$ cat src/rtl/tmr64_pkg.sv
`timescale 1ns/1ps
package tmr64_pkg;
  localparam int IDX_W = 4;

  typedef enum logic [IDX_W-1:0] {
    REG_CNT_LO  = 4'd0,
    REG_CNT_HI  = 4'd1,
    REG_CNT_WST = 4'd2,
    REG_CTRL    = 4'd3,
    REG_CMP_LO  = 4'd4,
    REG_CMP_HI  = 4'd5,
    REG_STEP    = 4'd6,
    REG_CMP_WST = 4'd7,
    REG_IRQ_EN  = 4'd8,
    REG_IRQ_ST  = 4'd9
  } reg_idx_e;

  localparam int CTRL_EN_BIT    = 0;
  localparam int CTRL_AINC_BIT  = 1;
  localparam int CTRL_START_BIT = 8;

  localparam int WST_CMP_LO = 0;
  localparam int WST_CMP_HI = 1;
  localparam int WST_STEP   = 2;
  localparam int WST_CTRL   = 16;
  localparam int CWST_LO    = 0;
  localparam int CWST_HI    = 1;

  function automatic logic is_delayed(input logic [IDX_W-1:0] idx);
    return (idx == REG_CNT_LO) || (idx == REG_CNT_HI) || (idx == REG_CTRL) ||
           (idx == REG_CMP_LO) || (idx == REG_CMP_HI) || (idx == REG_STEP);
  endfunction
endpackage

$ cat src/rtl/tmr64_wrpipe.sv
`timescale 1ns/1ps
module tmr64_wrpipe #(
  parameter int DATA_W = 32,
  parameter int IDX_W  = 4,
  parameter int LAT    = 2
) (
  input  logic              clk,
  input  logic              rst,
  input  logic              in_vld,
  input  logic [IDX_W-1:0]  in_idx,
  input  logic [DATA_W-1:0] in_data,
  output logic              out_vld,
  output logic [IDX_W-1:0]  out_idx,
  output logic [DATA_W-1:0] out_data
);
  logic [LAT-1:0]    vld_q;
  logic [IDX_W-1:0]  idx_q [LAT];
  logic [DATA_W-1:0] dat_q [LAT];

  always_ff @(posedge clk) begin
    if (rst) vld_q <= '0;
    else begin
      vld_q[0] <= in_vld;
      for (int s = 1; s < LAT; s++) vld_q[s] <= vld_q[s-1];
    end
  end

  always_ff @(posedge clk) begin
    idx_q[0] <= in_idx;
    dat_q[0] <= in_data;
    for (int s = 1; s < LAT; s++) begin
      idx_q[s] <= idx_q[s-1];
      dat_q[s] <= dat_q[s-1];
    end
  end

  assign out_vld  = vld_q[LAT-1];
  assign out_idx  = idx_q[LAT-1];
  assign out_data = dat_q[LAT-1];
endmodule

$ cat src/rtl/tmr64_counter.sv
`timescale 1ns/1ps
module tmr64_counter #(
  parameter int DATA_W = 32
) (
  input  logic                clk,
  input  logic                rst,
  input  logic                run,
  input  logic                ld_lo,
  input  logic                ld_hi,
  input  logic [DATA_W-1:0]   ld_data,
  output logic [2*DATA_W-1:0] cnt
);
  localparam int CW = 2 * DATA_W;
  logic [CW-1:0] cnt_nxt;

  always_comb begin
    cnt_nxt = run ? cnt + CW'(1) : cnt;
    if (ld_lo) cnt_nxt[DATA_W-1:0]  = ld_data;
    if (ld_hi) cnt_nxt[CW-1:DATA_W] = ld_data;
  end

  always_ff @(posedge clk) begin
    if (rst) cnt <= '0;
    else     cnt <= cnt_nxt;
  end


  cnt_step_chk: assert property (@(posedge clk) disable iff (rst)
    (run && !ld_lo && !ld_hi) |=> (cnt == $past(cnt) + CW'(1)));

  cnt_hold_chk: assert property (@(posedge clk) disable iff (rst)
    (!run && !ld_lo && !ld_hi) |=> $stable(cnt));

  cnt_wrap_chk: assert property (@(posedge clk) disable iff (rst)
    (run && !ld_lo && !ld_hi && (&cnt)) |=> (cnt == '0));
endmodule

$ cat src/rtl/tmr64_cmp.sv
`timescale 1ns/1ps
module tmr64_cmp #(
  parameter int DATA_W = 32
) (
  input  logic                clk,
  input  logic                rst,
  input  logic [2*DATA_W-1:0] cnt,
  input  logic                run,
  input  logic                cmp_en,
  input  logic                auto_inc,
  input  logic                ld_lo,
  input  logic                ld_hi,
  input  logic                ld_step,
  input  logic [DATA_W-1:0]   ld_data,
  output logic                match,
  output logic [2*DATA_W-1:0] cmp,
  output logic [DATA_W-1:0]   step
);
  localparam int CW = 2 * DATA_W;
  logic [CW-1:0] cmp_nxt;

  assign match = run && cmp_en && (cnt == cmp);

  always_comb begin
    cmp_nxt = (match && auto_inc) ? cmp + CW'(step) : cmp;
    if (ld_lo) cmp_nxt[DATA_W-1:0]  = ld_data;
    if (ld_hi) cmp_nxt[CW-1:DATA_W] = ld_data;
  end

  always_ff @(posedge clk) begin
    if (rst) begin
      cmp  <= '0;
      step <= '0;
    end else begin
      cmp <= cmp_nxt;
      if (ld_step) step <= ld_data;
    end
  end


  cmp_reload_chk: assert property (@(posedge clk) disable iff (rst)
    (match && auto_inc && !ld_lo && !ld_hi) |=> (cmp == $past(cmp) + CW'($past(step))));

  cmp_hold_chk: assert property (@(posedge clk) disable iff (rst)
    (!(match && auto_inc) && !ld_lo && !ld_hi) |=> $stable(cmp));
endmodule

$ cat src/rtl/tmr64_global.sv
`timescale 1ns/1ps
module tmr64_global
  import tmr64_pkg::*;
#(
  parameter int DATA_W = 32,
  parameter int WR_LAT = 2
) (
  input  logic              clk,
  input  logic              rst,
  input  logic              bus_wr,
  input  logic              bus_rd,
  input  logic [IDX_W-1:0]  bus_addr,
  input  logic [DATA_W-1:0] bus_wdata,
  output logic [DATA_W-1:0] bus_rdata,
  output logic              irq
);
  localparam int CW = 2 * DATA_W;

  logic              ap_vld;
  logic [IDX_W-1:0]  ap_idx;
  logic [DATA_W-1:0] ap_data;
  logic [CW-1:0]     cnt, cmp;
  logic [DATA_W-1:0] step;
  logic              match;

  logic              start_q, en_q, ainc_q, ie_q, istat_q;
  logic [DATA_W-1:0] wst_q, cwst_q;
  logic [DATA_W-1:0] wst_set, wst_clr, cwst_set, cwst_clr, rd_mux;
  logic              ap_cnt_lo, ap_cnt_hi, ap_ctrl, ap_cmp_lo, ap_cmp_hi, ap_step;
  logic              wr_ie, wr_ist;

  tmr64_wrpipe #(.DATA_W(DATA_W), .IDX_W(IDX_W), .LAT(WR_LAT)) u_pipe (
    .clk(clk), .rst(rst),
    .in_vld(bus_wr && is_delayed(bus_addr)), .in_idx(bus_addr), .in_data(bus_wdata),
    .out_vld(ap_vld), .out_idx(ap_idx), .out_data(ap_data)
  );

  assign ap_cnt_lo = ap_vld && (ap_idx == REG_CNT_LO);
  assign ap_cnt_hi = ap_vld && (ap_idx == REG_CNT_HI);
  assign ap_ctrl   = ap_vld && (ap_idx == REG_CTRL);
  assign ap_cmp_lo = ap_vld && (ap_idx == REG_CMP_LO);
  assign ap_cmp_hi = ap_vld && (ap_idx == REG_CMP_HI);
  assign ap_step   = ap_vld && (ap_idx == REG_STEP);
  assign wr_ie     = bus_wr && (bus_addr == REG_IRQ_EN);
  assign wr_ist    = bus_wr && (bus_addr == REG_IRQ_ST);

  tmr64_counter #(.DATA_W(DATA_W)) u_cnt (
    .clk(clk), .rst(rst), .run(start_q),
    .ld_lo(ap_cnt_lo), .ld_hi(ap_cnt_hi), .ld_data(ap_data), .cnt(cnt)
  );

  tmr64_cmp #(.DATA_W(DATA_W)) u_cmp (
    .clk(clk), .rst(rst), .cnt(cnt), .run(start_q), .cmp_en(en_q), .auto_inc(ainc_q),
    .ld_lo(ap_cmp_lo), .ld_hi(ap_cmp_hi), .ld_step(ap_step), .ld_data(ap_data),
    .match(match), .cmp(cmp), .step(step)
  );

  always_comb begin
    wst_set = '0;
    wst_set[WST_CMP_LO] = ap_cmp_lo;
    wst_set[WST_CMP_HI] = ap_cmp_hi;
    wst_set[WST_STEP]   = ap_step;
    wst_set[WST_CTRL]   = ap_ctrl;
    cwst_set = '0;
    cwst_set[CWST_LO] = ap_cnt_lo;
    cwst_set[CWST_HI] = ap_cnt_hi;
    wst_clr  = (bus_wr && (bus_addr == REG_CMP_WST)) ? bus_wdata : '0;
    cwst_clr = (bus_wr && (bus_addr == REG_CNT_WST)) ? bus_wdata : '0;
  end

  always_comb begin
    rd_mux = '0;
    case (bus_addr)
      REG_CNT_LO:  rd_mux = cnt[DATA_W-1:0];
      REG_CNT_HI:  rd_mux = cnt[CW-1:DATA_W];
      REG_CNT_WST: rd_mux = cwst_q;
      REG_CTRL: begin
        rd_mux[CTRL_EN_BIT]    = en_q;
        rd_mux[CTRL_AINC_BIT]  = ainc_q;
        rd_mux[CTRL_START_BIT] = start_q;
      end
      REG_CMP_LO:  rd_mux = cmp[DATA_W-1:0];
      REG_CMP_HI:  rd_mux = cmp[CW-1:DATA_W];
      REG_STEP:    rd_mux = step;
      REG_CMP_WST: rd_mux = wst_q;
      REG_IRQ_EN:  rd_mux[0] = ie_q;
      REG_IRQ_ST:  rd_mux[0] = istat_q;
      default:     rd_mux = '0;
    endcase
  end

  always_ff @(posedge clk) begin
    if (rst) begin
      start_q <= 1'b0; en_q <= 1'b0; ainc_q <= 1'b0;
      ie_q <= 1'b0; istat_q <= 1'b0; irq <= 1'b0;
      wst_q <= '0; cwst_q <= '0; bus_rdata <= '0;
    end else begin
      if (ap_ctrl) begin
        start_q <= ap_data[CTRL_START_BIT];
        en_q    <= ap_data[CTRL_EN_BIT];
        ainc_q  <= ap_data[CTRL_AINC_BIT];
      end
      if (wr_ie) ie_q <= bus_wdata[0];
      istat_q <= (istat_q && !(wr_ist && bus_wdata[0])) || match;
      wst_q   <= (wst_q & ~wst_clr) | wst_set;
      cwst_q  <= (cwst_q & ~cwst_clr) | cwst_set;
      irq     <= ie_q && istat_q;
      if (bus_rd) bus_rdata <= rd_mux;
    end
  end


  istat_set_chk: assert property (@(posedge clk) disable iff (rst)
    match |=> istat_q);

  irq_on_chk: assert property (@(posedge clk) disable iff (rst)
    (ie_q && istat_q) |=> irq);

  irq_off_chk: assert property (@(posedge clk) disable iff (rst)
    !(ie_q && istat_q) |=> !irq);

  wst_clr_chk: assert property (@(posedge clk) disable iff (rst)
    (bus_wr && (bus_addr == REG_CMP_WST) && bus_wdata[WST_CMP_LO] && !ap_cmp_lo)
    |=> !wst_q[WST_CMP_LO]);

  ctrl_late_chk: assert property (@(posedge clk) disable iff (rst)
    (bus_wr && (bus_addr == REG_CTRL) && !ap_ctrl) |=> $stable({start_q, en_q, ainc_q}));
endmodule

$ cat config.mk
export PLATFORM = sky130hd
export DESIGN_NAME = tmr64_global
export DESIGN_NICKNAME = d
export VERILOG_FILES = /design/src/rtl/tmr64_pkg.sv /design/src/rtl/tmr64_wrpipe.sv /design/src/rtl/tmr64_counter.sv /design/src/rtl/tmr64_cmp.sv /design/src/rtl/tmr64_global.sv
export SDC_FILE = /design/constraint.sdc
export NUM_CORES = 1
export LEC_CHECK = 0
export ABC_CLOCK_PERIOD_IN_PS = 5950
export BUFFER_PORTS_ARGS = -buffer_cell sky130_fd_sc_hd__buf_2
export CORE_ASPECT_RATIO = 1.4
export CORE_MARGIN = 4
export CORE_UTILIZATION = 45
export DETAILED_ROUTE_END_ITERATION = 6
export HOLD_SLACK_MARGIN = 0.1
export PLACE_DENSITY = 0.64
export SETUP_SLACK_MARGIN = 0.4
export SLEW_MARGIN = 15
export SYNTH_ARGS = -nofsm -noshare
export SYNTH_HDL_FRONTEND = slang
export SYNTH_SLANG_ARGS = --single-unit
$ cat constraint.sdc
create_clock -name clk -period 5.95 [get_ports clk]
set_input_delay 1.19 -clock clk [delete_from_list [all_inputs] [get_ports clk]]
set_output_delay 1.19 -clock clk [all_outputs]
set_load 0.1 [all_outputs]
# After elaboration in Yosys (flattened, before gate mapping)
# Memories as Yosys holds them, arrays and structs flattened.
# Index checks and enable logic that the tools add are counted.
totals:
  reg_bits: 264
  mem_bits_rw: 72
  wordCells: 83
  mem_count: 2
mem_list:
  columns: ["name", "depth", "width", "rd", "rd_clocked_by_memory_dff", "wr", "line_no", "source"]
  rows:
  - ["u_pipe.dat_q", 2, 32, 2, 0, 2, "tmr64_wrpipe.sv:18", "logic [DATA_W-1:0] dat_q [LAT];"]
  - ["u_pipe.idx_q", 2, 4, 2, 0, 2, "tmr64_wrpipe.sv:17", "logic [IDX_W-1:0] idx_q [LAT];"]
classes:
  addsub: 2
  eq_ne: 15
  muxes: 13
  n_bitwise: 6
  reduce_logical: 30
ops:
  columns: ["op", "n"]
  rows:
  - ["two-way mux 32 bit", 6]
  - ["case mux 23 bit (7 select lines)", 1]
  - ["two-way mux 64 bit", 2]
  - ["adder 64 x 1 -> 64 bit, second input constant", 1]
  - ["adder 64 x 32 -> 64 bit", 1]
  - ["AND 32 bit", 2]
  - ["equality test 64 bit", 1]
  - ["inverter 32 bit", 2]
  - ["case mux 6 bit (7 select lines)", 1]
  - ["bitwise OR 32 x 17 -> 32 bit", 1]
  - ["bitwise OR 32 x 2 -> 32 bit", 1]
  - ["equality test 4 x 3 -> 1 bit, second input constant", 7]
  - ["logical AND 1 bit", 17]
  - ["case mux 1 bit (8 select lines)", 2]
  - ["equality test 4 x 2 -> 1 bit, second input constant", 3]
  - ["case mux 1 bit (10 select lines)", 1]
  - ["equality test 4 x 1 -> 1 bit, second input constant", 2]
  - ["equality test 4 bit, second input constant", 2]
  - ["logical NOT 4 bit", 2]
  - ["nonzero test 2 bit", 4]
  - ["logical OR 1 bit", 6]
  - ["logical NOT 1 bit", 1]

# Depth between registers and ports, before layout
# Gate-level depths: netlist (run 1).
depth:
  word_depth: 7
  depth_mapped: 12
  ltp_nobuf: 11

# Hierarchy
# A second synthesis (run 1) with hierarchy kept.
hier_totals:
  cells_unflattened: 2172
  hier_area_um2: 18371.4
by_module_without_submodules:
  columns: ["module", "instances", "cells_per_inst", "area_per_inst_um2"]
  rows:
  - ["tmr64_cmp", 1, 1006, 7694.9]
  - ["tmr64_global", 1, 578, 5165.0]
  - ["tmr64_counter", 1, 476, 3747.3]
  - ["tmr64_wrpipe", 1, 112, 1764.2]

# Least setup slack after synthesis (run 1)
# No wires, ideal clock.
synth_path:
  path_kind: "register to register"
  startpoint: "register u_cmp.cmp[0]"
  endpoint: "register u_cmp.cmp[42]"
  setup_ns: 0.117
  t_arrival_ns: 3.128
  required_time_ns: 5.833
  path_slack_ns: 2.706
  path_stages_with_launch: 13
  period_less_slack_ns: 3.244
  path_cell_list: "dfxtp_1 > ha_1 > fa_1 > a21oi_1 > o22ai_1 > or4_1 > and4_1 > o21a_1 > o2111ai_2 > buf_2 > a211oi_1 > xor2_1 > a22o_1"
synth_via:
  elab_chain_cells: 4
synth_lines:
  columns: ["element", "line_no", "source"]
  rows:
  - ["start: declaration", "tmr64_cmp.sv:16", "output logic [2*DATA_W-1:0] cmp,"]
  - ["start signal: assignment", "tmr64_cmp.sv:35", "cmp <= cmp_nxt;"]
  - ["branches (longest 4 deep; another with adder 64 x 32 -> 64 bit)", null, null]
# Several ways; the timed one is not identified. The select of a mux whose other input is x is not followed.
# A chain may end at the register's enable or synchronous reset.

# Final worst setup path (run 1)
layout_path:
  startpoint: "register u_cmp.cmp[0]"
  endpoint: "register u_cmp.cmp[50]"
# Same word-level chain as after synthesis.

==> summary.log, run 1 <==
qor: critical_path.timing.rr.end u_cmp.cmp[50]
qor: clocking.numClockSinks 336
qor: critical_path.critPathArrivalTime 4.74 ns
qor: clocking.cts_hold_repair.buffers 0
qor: status.violated_checks DRC
qor: clocking.ctsRootBufferMaster clkbuf_16
qor: synthesis.synthesis.area_per_instance 8.38 um^2
qor: clocking.clk_pin_slew 0.07 ns
qor: route.drt_iter0_drc 1870
qor: synthesis.post_synth_main_area_contributors dfxtp_1 (40%), a21oi_1 (5.1%), nor2_1 (4.9%)
qor: critical_path.worst_ep_required_time 6.38 ns
qor: clocking.post_cts_resized 0
qor: finish.layout-drive-gt1-share 10.8%
qor: critical_path.crit-reg2reg-launch u_cmp.cmp[0]
qor: critical_path.crit_path_cell_trace ha_1, fa_1, a21oi_1, o22ai_1, or4_1, and4_1, o21a_1, o2111ai_2, a21boi_1, or3_1, and3_1
qor: floorplan.fp.dieH 235 um
qor: critical_path.worst_reg2reg_setup_slack 1.63 ns
qor: min_path.min_delay_path_depth 0
qor: finish.antennaDiodeCount 0
qor: synthesis.synth_area 0.0166 mm^2
qor: critical_path.critPathCaptureType flop
qor: synthesis.yosysUniqueCellTypes 69
qor: grt.number_of_global_route_vias_before_repair 15100
qor: sta.finalHoldViolCount 0
qor: grt.grt_start_max_net_pins 205
qor: floorplan.initial_utilization 45.5%
qor: synthesis.number_of_cells_produced_by_synthesis 1984
qor: placed_design.postPlaceCellArea 0.0174 mm^2
qor: synthesis.netlist.area_leader.share 40.4%
qor: status.outcome complete, but fails checks
qor: clocking.clock_tree_from_tritoncts done
qor: min_path.hold_class reg2reg
qor: critical_path.critical_path.startpoint u_cmp.cmp[0]
qor: critical_path.worst_r2r_path_depth 11
qor: grt.track_usage 31.8%
qor: sta.tightest_slew 1.26 ns
qor: run.maxCapViolCount 0
qor: sta.totalNegativeSetupSlack 0 ns
qor: synthesis.syn_nets 2058
qor: sta.setup_violations 0
qor: route.drt_wl_total 65500 um
qor: critical_path.slowest_delay 0.66 ns
qor: sta.finalCriticalPeriod 4.32 ns
qor: finish.nets 2056
qor: clocking.post_cts_buffers 0
qor: power.power.density 255 mW/mm^2
qor: critical_path.critical-path-slowest-cell o2111ai_2
qor: critical_path.path_max_fanout 7
qor: finish.syn2layout_area_growth 11.4%
qor: critical_path.crit_end u_cmp.cmp[50]
qor: route.drcViolationCount 1
qor: critical_path.critical_path.n_buffers_inverters 0
qor: route.drtPass1Iterations 7
qor: sta.rsz0062_at_grt false
qor: synthesis.synthArstFlopShare 0%
qor: clocking.cts-root-to-sink-buffers 3
qor: finish.fillers 3575
qor: grt.grt_first_pass_wirelength 97500 um
qor: power.leakagePower 6.89 nW
qor: sta.layout_worst_path_cycle_share 72.5%
qor: placed_design.globalplace.congestion 1.06
qor: critical_path.path_depth 11
qor: critical_path.crit_path_start_kind flop
qor: synthesis.ys_seq_elements 336
qor: floorplan.boundaryPins 73
qor: clocking.clk_latency 0.54 ns
qor: route.antenna_left 0
qor: placed_design.place.port_buffers 72
qor: sta.max_clock_freq 0.232 GHz
qor: grt.globalRoute.totalOverflow 0
qor: clocking.cts.htree.levels 2
qor: route.vias 15700
qor: route.detail_route.vias_per_cell 6.36
qor: floorplan.row_count 83
qor: sta.worst_clock_skew 0.0226 ns
qor: sta.max_slew_margin 15.7%
qor: floorplan.design.core.area 0.0366 mm^2
qor: finish.finalInstanceArea 0.0185 mm^2
qor: placed_design.hpwl 46500 um
qor: route.wl_per_cell 26.5 um
qor: clocking.cts_inserted_buffers 35
qor: floorplan.die_x 170 um
qor: power.peakVddDrop 0.316 mV
qor: floorplan.die_ar 0.0401 mm^2
qor: grt.antenna_found_initial 0
qor: synthesis.synth_top_cell_by_area dfxtp_1
qor: synthesis.yosys_most_used_dff dfxtp_1
qor: synthesis.synth_enable_flop_cells 0
qor: synthesis.yosysSeqAreaShare 40.4%
qor: critical_path.critical_path_class reg2reg
qor: critical_path.critical_path.top_delay_family compound AO/OA/AOI/OAI gates
qor: sta.final_max_slew_viol_count 0
qor: synthesis.yosys_warnings 0
-- how the worst min path moves through the flow --
stage	from	to	slack, ns
final	u_pipe.dat_q[0][20]	u_pipe.dat_q[0][52]	0.32
after floorplan	u_pipe.dat_q[0][0]	u_pipe.dat_q[0][32]	0.31
after detailed placement	u_pipe.dat_q[0][15]	u_pipe.dat_q[0][47]	0.31
after CTS	u_pipe.dat_q[0][20]	u_pipe.dat_q[0][52]	0.32
after global routing	u_pipe.dat_q[0][28]	u_pipe.dat_q[0][60]	0.33
after global placement	u_pipe.idx_q[0][2]	u_pipe.idx_q[0][6]	0.31
-- cells in the mapped netlist, drive strengths merged (28+ instances only) --
master / number
and3: 33
nor3: 34
ha: 33
clkbuf: 123
a211oi: 110
o21ai: 43
nand4: 38
nand3: 61
nand2b: 67
inv: 35
dfxtp: 336
a22oi: 77
xnor2: 70
xor2: 77
nor2: 215
a21oi: 170
a31oi: 28
nand2: 169
-- layer usage --
layer  GRT usage, %  vias to the layer above  part of all wire, %
met3           5.11                      239                  7.7
met4           19.7                        0                  7.6
met1           39.7                     7532                   38
li1               -                     7132                    -
met5              0                        -                    0
met2           50.9                      827                   46
-- cell usage in the layout (no fill, tap or decap), types with 28 or more instances in the layout --
cell type  instances
a211oi_1         103
a21oi_1          170
a22oi_1           77
a31oi_1           28
and3_1            33
buf_2             71
buf_4             29
clkbuf_16         37
dfxtp_1          336
ha_1              33
inv_1             35
nand2_1          168
nand2b_1          66
nand3_1           60
nand4_1           38
nor2_1           211
nor3_1            30
o21ai_0           42
xnor2_1           70
xor2_1            77
-- cell type report --
cell class / instances / area (um^2) / area share, %
Tap cell: 467 / 584 / 3.15
Multi-Input combinational cell: 1472 / 9300 / 50.2
Sequential cell: 336 / 6730 / 36.3
Clock inverter: 19 / 160 / 0.865
Inverter: 35 / 131 / 0.709
Clock buffer: 43 / 1010 / 5.45
Timing Repair Buffer: 102 / 607 / 3.28
-- report_power, final --
part	switching (mW)	total [mW]	internal [mW]	leakage, nW
registers	0.0421	2.32	2.28	2.73
clock network	0.972	2.24	1.26	0.560
logic	0.123	0.168	0.0447	3.59
total	1.14	4.73	3.59	6.89
-- flip-flops by register name, summed over array words and instances, names as in the netlist --
| name | cells |
|---|---|
| cwst_q | 32 |
| ainc_q | 1 |
| start_q | 1 |
| u_pipe.vld_q | 2 |
| u_cnt.cnt | 64 |
| u_pipe.dat_q | 64 |
| bus_rdata | 32 |
| wst_q | 32 |
| istat_q | 1 |
| u_cmp.step | 32 |
| u_cmp.cmp | 64 |
| en_q | 1 |
| irq | 1 |
| ie_q | 1 |
| u_pipe.idx_q | 8 |
-- logic make-up after synthesis --
logic type | synth area share (%)
simple gates | 20.9
compound gates | 22.0
flops | 40.4
buf+inv | 4.09
xor+xnor | 7.74
mux | 2.26
fa+ha+maj | 2.60
-- through the flow --
step / hold WS [ns] / util (%) / power [mW] / setup WS [ns] / instances
floorplan: 0.310 / - / 2.44 / 2.71 / 1984
global placement: 0.310 / 47.5 / 2.53 / 1.72 / 2412
detailed placement: 0.312 / 47.5 / 2.54 / 1.72 / 2412
CTS: 0.323 / 50.7 / 4.75 / 1.70 / 2474
global route: 0.333 / 50.7 / 4.86 / 1.58 / 2474
finish: 0.320 / 50.7 / 4.73 / 1.63 / 2474
Power figures use the tool's default switching activity.
==> inputs of run 2 (changes only) <==
--- a/config.mk
+++ b/config.mk
@@ -5,7 +5,7 @@
 export SDC_FILE = /design/constraint.sdc
 export NUM_CORES = 1
 export LEC_CHECK = 0
-export ABC_CLOCK_PERIOD_IN_PS = 5950
+export ABC_CLOCK_PERIOD_IN_PS = 4000
 export BUFFER_PORTS_ARGS = -buffer_cell sky130_fd_sc_hd__buf_2
 export CORE_ASPECT_RATIO = 1.4
 export CORE_MARGIN = 4
==> constraint.sdc (replaced) <==
create_clock -name clk -period 4 [get_ports clk]
set_input_delay 0.8 -clock clk [delete_from_list [all_inputs] [get_ports clk]]
set_output_delay 0.8 -clock clk [all_outputs]
set_load 0.1 [all_outputs]
==> run 2 against run 1 <==
  * The flow still finishes with violations (DRC)
  * Sequential share of layout area decreased by 1.1 points
  * Non-clock buffer count increased by 57
  * Power increased by 54%
  * Highest routed layer unchanged
  * Critical path type unchanged
  * Combinational power increased by 62%
  * Utilization increased by 1.5 points
  * Die area unchanged
  * Flip-flop and latch count unchanged
  * Register-to-register slack got worse by 1.1 ns
==> summary.log, run 2 (same netlist as run 1, synthesis figures left out) <==
qor: status.outcome complete, but fails checks
qor: status.violated_checks DRC
qor: sta.layout_worst_path_cycle_share 87.2%
qor: floorplan.design.core.area 0.0366 mm^2
qor: grt.track_usage 33.1%
qor: route.drt_iter0_drc 1615
qor: power.p_seq_share 47.4%
qor: finish.top_regs u_cmp.cmp x64, u_cnt.cnt x64, u_pipe.dat_q x64
qor: floorplan.row_count 83
qor: floorplan.initial_utilization 45.5%
qor: sta.max_clock_freq 0.287 GHz
qor: critical_path.critical_path_class reg2reg
qor: finish.nets 2115
qor: critical_path.critical_path.startpoint u_cnt.cnt[28]
qor: finish.layout.cells.non_filler 2535
qor: sta.rsz0062_at_grt false
qor: power.peakVddDrop 0.416 mV
qor: sta.tightest_slew 1.17 ns
qor: clocking.ctsRootBufferMaster clkbuf_16
qor: clocking.numClockSinks 336
qor: power.p_int 5.57 mW
qor: min_path.hp-start u_pipe.dat_q[0][26]
qor: grt.number_of_global_route_vias_before_repair 15200
qor: grt.globalRoute.totalOverflow 0
qor: clocking.clock_tree_from_tritoncts done
qor: sta.worst_clock_skew 0.0127 ns
qor: critical_path.path_max_fanout 8
qor: route.antenna_left 0
qor: clocking.cts-root-to-sink-buffers 3
qor: grt.antenna_found_initial 1
qor: floorplan.fp.dieH 235 um
qor: grt.grt_start_max_net_pins 127
qor: clocking.cts_hold_repair.buffers 0
qor: critical_path.crit_path_start_kind flop
qor: finish.final_cell_mix dfxtp_1 (336), nor2_1 (212), a21oi_1 (169)
qor: grt.grt_first_pass_wirelength 100000 um
qor: critical_path.crit-reg2reg-launch u_cnt.cnt[28]
qor: critical_path.critPathCaptureType flop
qor: sta.hold_slack 0.325 ns
qor: power.power.density 381 mW/mm^2
qor: sta.finalHoldViolCount 0
qor: sta.finalCriticalPeriod 3.49 ns
qor: sta.final_max_slew_viol_count 0
qor: placed_design.globalplace.congestion 1.07
qor: finish.layout-drive-gt1-share 13.3%
qor: route.detail_route.vias_per_cell 6.27
qor: finish.syn2layout_area_growth 14.8%
qor: power.power.share.switching 23.4%
qor: route.drtPass1Iterations 7
qor: run.maxCapViolCount 0
qor: finish.post-route-util 52.2%
qor: placed_design.placed_cells 2464
qor: sta.max_slew_margin 22.1%
qor: route.drcViolationCount 2
qor: clocking.cts_inserted_buffers 37
qor: placed_design.place.port_buffers 72
qor: floorplan.boundaryPins 73
qor: critical_path.critPathArrivalTime 3.95 ns
qor: power.comb_power_share 3.7%
qor: sta.post-route-worst-setup-slack 0.511 ns
qor: sta.totalNegativeSetupSlack 0 ns
qor: power.clockPowerShare 48.8%
qor: placed_design.dpl_worst_slack 0.289 ns
qor: route.drt_wl_total 68400 um
qor: sta.setup_violations 0
qor: finish.most_common_cell_after_layout_fill_and_taps_aside dfxtp_1
qor: finish.antennaDiodeCount 0
qor: placed_design.hpwl 50500 um
qor: power.leakagePower 7.25 nW
qor: route.wl_per_cell 27.0 um
qor: power.p_switching 1.71 mW
qor: clocking.clk_pin_slew 0.06 ns
qor: route.vias 15900
qor: clocking.clk_latency 0.54 ns
qor: floorplan.die_x 170 um
qor: floorplan.die_ar 0.0401 mm^2
qor: critical_path.worst_ep_required_time 4.46 ns
qor: min_path.hold_class reg2reg
qor: clocking.cts.htree.levels 2
-- run 2: cell count changes in the layout (fill, tap and decap cells not counted), moves of 2 or more --
cell / change
buf_12: +3
clkbuf_1: +5
inv_6: -3
bufinv_16: +2
clkbuf_16: +2
clkinvlp_4: -6
clkinv_4: +5
buf_4: +54
-- run 2: power by group through the flow --
stage               Combinational [mW]  Sequential [mW]  Clock [mW]
finish                           0.272             3.45        3.55
global route                     0.281             3.45        3.73
CTS                              0.263             3.45        3.60
detailed placement               0.263             3.52           0
global placement                 0.261             3.52           0
floorplan                        0.128             3.51           0
-- run 2: through the flow --
step / power, mW / cell area, um^2
6_report: 7.28 / 19100
5_1_grt: 7.46 / 19100
4_1_cts: 7.31 / 19000
3_5_place_dp: 3.79 / 17800
3_3_place_gp: 3.78 / 17800
2_1_floorplan: 3.63 / 16600
-- run 2: worst paths after layout --
check                                           end  slack (ns)  cells past startpoint
worst min register to register  u_pipe.dat_q[0][58]        0.32                      0
worst min-delay path            u_pipe.dat_q[0][58]        0.32                      0
worst max register to register        u_cmp.cmp[40]        0.51                     11
worst max-delay path                  u_cmp.cmp[40]        0.51                     11
-- run 2: cell type report --
type                            instances  area [um^2]
Fill cell                            3480        17500
Multi-Input combinational cell       1472         9310
Sequential cell                       336         6730
Clock buffer                           50         1080
Timing Repair Buffer                  159         1070
Tap cell                              467          584
Clock inverter                         16          188
Inverter                               35          131
-- run 2: layer usage --
| metal | wire [um] | global-route usage, % | vias to the layer above |
|---|---|---|---|
| li1 | - | - | 7265 |
| met2 | 31900 | 52.9 | 757 |
| met1 | 26500 | 41.1 | 7668 |
| met3 | 4720 | 5.33 | 211 |
| met5 | 0 | 0 | - |
| met4 | 5220 | 21.4 | 0 |
-- run 2: repair_timing --
action,CTS,global route
endpoints found under the setup margin,7,8
pin swaps,0,1
gates resized for setup,2,3
buffers inserted,0,5
-- run 2: worst max-delay path, stage by stage, from the launching register on --
cell       delay, ns
dfxtp_1         0.55
xor2_1          0.17
nor4_1          0.43
nand4_1         0.17
nor4_2          0.44
buf_4           0.21
nand4_1         0.16
or2_1           0.35
buf_4           0.23
a2111oi_4       0.34
xnor2_1         0.13
a211oi_2        0.21
==> inputs of run 3 (changes only) <==
--- a/config.mk
+++ b/config.mk
@@ -5,6 +5,7 @@
 export SDC_FILE = /design/constraint.sdc
 export NUM_CORES = 1
 export LEC_CHECK = 0
+export ABC_AREA = 1
 export ABC_CLOCK_PERIOD_IN_PS = 4000
 export BUFFER_PORTS_ARGS = -buffer_cell sky130_fd_sc_hd__buf_2
 export CORE_ASPECT_RATIO = 1.4
==> run 3 against run 2 <==
  * The run still ends with DRC left
  * Maximum frequency up 15%
  * Wire length is 51% higher
  * Clock skew rose by 0.0037 ns
  * Critical endpoint is now u_cmp.cmp[53]
  * Largest cell class unchanged
==> summary.log, run 3 <==
qor: finish.layout-drive-gt1-share 6.87%
qor: critical_path.worst_reg2reg_setup_slack 0.97 ns
qor: placed_design.globalplace.congestion 1.11
qor: clocking.clk_latency 0.57 ns
qor: clocking.post_cts_resized 0
qor: status.violated_checks DRC
qor: route.wl_per_cell 26.4 um
qor: power.leakagePower 9.96 nW
qor: synthesis.yosys_warnings 0
qor: sta.max_slew_margin 17.2%
qor: power.p_switching 1.82 mW
qor: grt.grt_start_max_net_pins 158
qor: sta.layout_worst_path_cycle_share 75.8%
qor: sta.rsz0062_at_grt false
qor: grt.globalRoute.totalOverflow 0
qor: power.total_power 7.20 mW
qor: floorplan.initial_utilization 45.6%
qor: finish.layout.cells.non_filler 3922
qor: power.p_int 5.38 mW
qor: clocking.cts_hold_repair.buffers 0
qor: synthesis.synth_enable_flop_cells 0
qor: sta.final_max_slew_viol_count 0
qor: synthesis.syn_nets 3380
qor: route.vias 23100
qor: sta.max_clock_freq 0.330 GHz
qor: critical_path.critical_path_class reg2reg
qor: critical_path.worst_r2r_path_depth 14
qor: clocking.post_cts_buffers 0
qor: synthesis.synthArstFlopShare 0%
qor: grt.track_usage 41.3%
qor: synthesis.yosysSeqAreaShare 33.4%
qor: sta.tightest_slew 1.24 ns
qor: synthesis.ys_seq_elements 336
qor: synthesis.post_synth_main_area_contributors dfxtp_1 (33%), nand2_1 (21%), inv_1 (7.8%)
qor: synthesis.number_of_cells_produced_by_synthesis 3306
qor: critical_path.worst_ep_required_time 4.42 ns
qor: critical_path.critPathArrivalTime 3.46 ns
qor: route.drt_iter0_drc 2943
qor: status.outcome complete, but fails checks
qor: grt.grt_first_pass_wirelength 147000 um
qor: finish.syn2layout_area_growth 10.7%
qor: finish.final_cell_mix nand2_1 (1120), inv_1 (417), nor2_1 (378)
qor: finish.nets 3413
qor: finish.antennaDiodeCount 0
qor: synthesis.yosys_most_used_dff dfxtp_1
qor: sta.setup_violations 0
qor: synthesis.synthesis.area_per_instance 6.09 um^2
qor: route.drt_wl_total 104000 um
qor: synthesis.netlist.area_leader.share 33.4%
qor: synthesis.yosysUniqueCellTypes 46
qor: route.detail_route.vias_per_cell 5.90
qor: grt.number_of_global_route_vias_before_repair 21600
qor: floorplan.die_x 187 um
qor: critical_path.timing.rr.end u_cmp.cmp[53]
qor: clocking.ctsRootBufferMaster clkbuf_16
qor: finish.seqCellArea 0.00673 mm^2
qor: route.antenna_left 0
qor: power.clockPowerShare 48.8%
qor: power.p_seq_share 48.2%
qor: sta.totalNegativeSetupSlack 0 ns
qor: finish.multiInputGateArea 0.0113 mm^2
qor: placed_design.hpwl 80600 um
qor: min_path.hold_class reg2reg
qor: floorplan.fp.dieH 258 um
qor: floorplan.row_count 91
qor: synthesis.synth_top_cell_by_area dfxtp_1
qor: power.peakVddDrop 0.440 mV
qor: floorplan.design.core.area 0.0442 mm^2
qor: finish.top_regs u_cmp.cmp x64, u_cnt.cnt x64, u_pipe.dat_q x64
qor: synthesis.ys_top_cells_by_count nand2_1 (1120), inv_1 (418), nor2_1 (385), dfxtp_1 (336), nand3_1 (227)
qor: sta.worst_clock_skew 0.0164 ns
qor: clocking.clock_tree_from_tritoncts done
qor: power.power.share.switching 25.3%
qor: clocking.cts_inserted_buffers 37
qor: grt.antenna_found_initial 4
qor: run.maxCapViolCount 0
qor: floorplan.die_ar 0.0482 mm^2
qor: min_path.hp-start u_pipe.dat_q[0][20]
qor: min_path.min_delay_path_depth 0
qor: sta.finalCriticalPeriod 3.03 ns
qor: clocking.numClockSinks 336
qor: finish.fillers 4765
qor: power.comb_power_share 3.0%
qor: critical_path.critPathCaptureType flop
qor: critical_path.path_max_fanout 5
qor: placed_design.placed_cells 3858
qor: clocking.clk_pin_slew 0.07 ns
qor: clocking.cts.htree.levels 2
qor: route.drtPass1Iterations 7
qor: synthesis.synth_area 0.0201 mm^2
qor: clocking.cts-root-to-sink-buffers 3
qor: floorplan.boundaryPins 73
qor: synthesis.yosys.cell_count.top_type nand2_1
qor: finish.most_common_cell_after_layout_fill_and_taps_aside nand2_1
qor: min_path.min_to u_pipe.dat_q[0][52]
qor: critical_path.crit_path_start_kind flop
qor: power.power.density 323 mW/mm^2
qor: placed_design.place.port_buffers 72
qor: sta.finalHoldViolCount 0
qor: critical_path.crit-reg2reg-launch u_cmp.cmp[19]
qor: route.drcViolationCount 5
[run 3: worst max path at each step]
stage / end / slack (ns) / cells after the start / from
after detailed placement: bus_rdata[26] / 0.98 / 9 / bus_addr[2]
after CTS: u_cmp.cmp[53] / 1.06 / 14 / u_cmp.cmp[19]
after floorplan: u_cmp.cmp[24] / 1.84 / 13 / u_cmp.cmp[0]
final: u_cmp.cmp[53] / 0.97 / 14 / u_cmp.cmp[19]
after global placement: bus_rdata[26] / 1.01 / 9 / bus_addr[2]
after global routing: u_cmp.cmp[53] / 0.89 / 14 / u_cmp.cmp[19]
[run 3: metrics by stage]
stage               setup slack (ns)  hold slack, ns  area, um^2  utilization, %
detailed placement             0.985           0.312       21100            47.7
finish                         0.967           0.324       22300            50.4
global placement                1.01           0.310       21100            47.7
global route                   0.890           0.332       22300            50.4
CTS                             1.06           0.326       22300            50.4
floorplan                       1.84           0.310       20100               -
[run 3: cells by family after synthesis]
logic type / synth area share (%)
flops: 33.4
xor+xnor: 3.48
compound gates: 11.7
buf+inv: 10.8
fa+ha+maj: 2.15
simple gates: 38.4
[run 3: routing by layer]
| metal | share of wire [%] | vias up | track usage (%) |
|---|---|---|---|
| met4 | 8.7 | 6 | 28.9 |
| met3 | 11 | 370 | 9.57 |
| met1 | 37 | 10700 | 49.6 |
| met5 | 0.040 | - | 0 |
| met2 | 44 | 1403 | 65.3 |
| li1 | - | 10600 | - |
[run 3: critical path, stage by stage (launching register included)]
cell	delay [ns]
dfxtp_1	0.44
ha_1	0.45
nand2_1	0.19
nor2_1	0.34
nand2_1	0.32
nor2_1	0.17
nand2_1	0.08
nand3_1	0.32
nand3_1	0.16
nand2_1	0.09
nand2_1	0.05
nand2_1	0.07
nor2_1	0.04
nor2_1	0.12
nor2_1	0.04
[run 3: area by class of cell]
type	instances	area share, %
clock buffer	42	4.28
tap	558	3.13
inverter	446	7.52
multi-input combinational	2403	50.5
timing repair buffer	115	3.25
sequential	336	30.2
clock inverter	22	1.12
[run 3: power by group through the flow]
stage,clock [mW],sequential [mW],combinational [mW]
global placement,0,3.54,0.207
detailed placement,0,3.54,0.210
floorplan,0,3.49,0.102
global route,3.67,3.46,0.225
finish,3.51,3.47,0.217
CTS,3.55,3.46,0.210
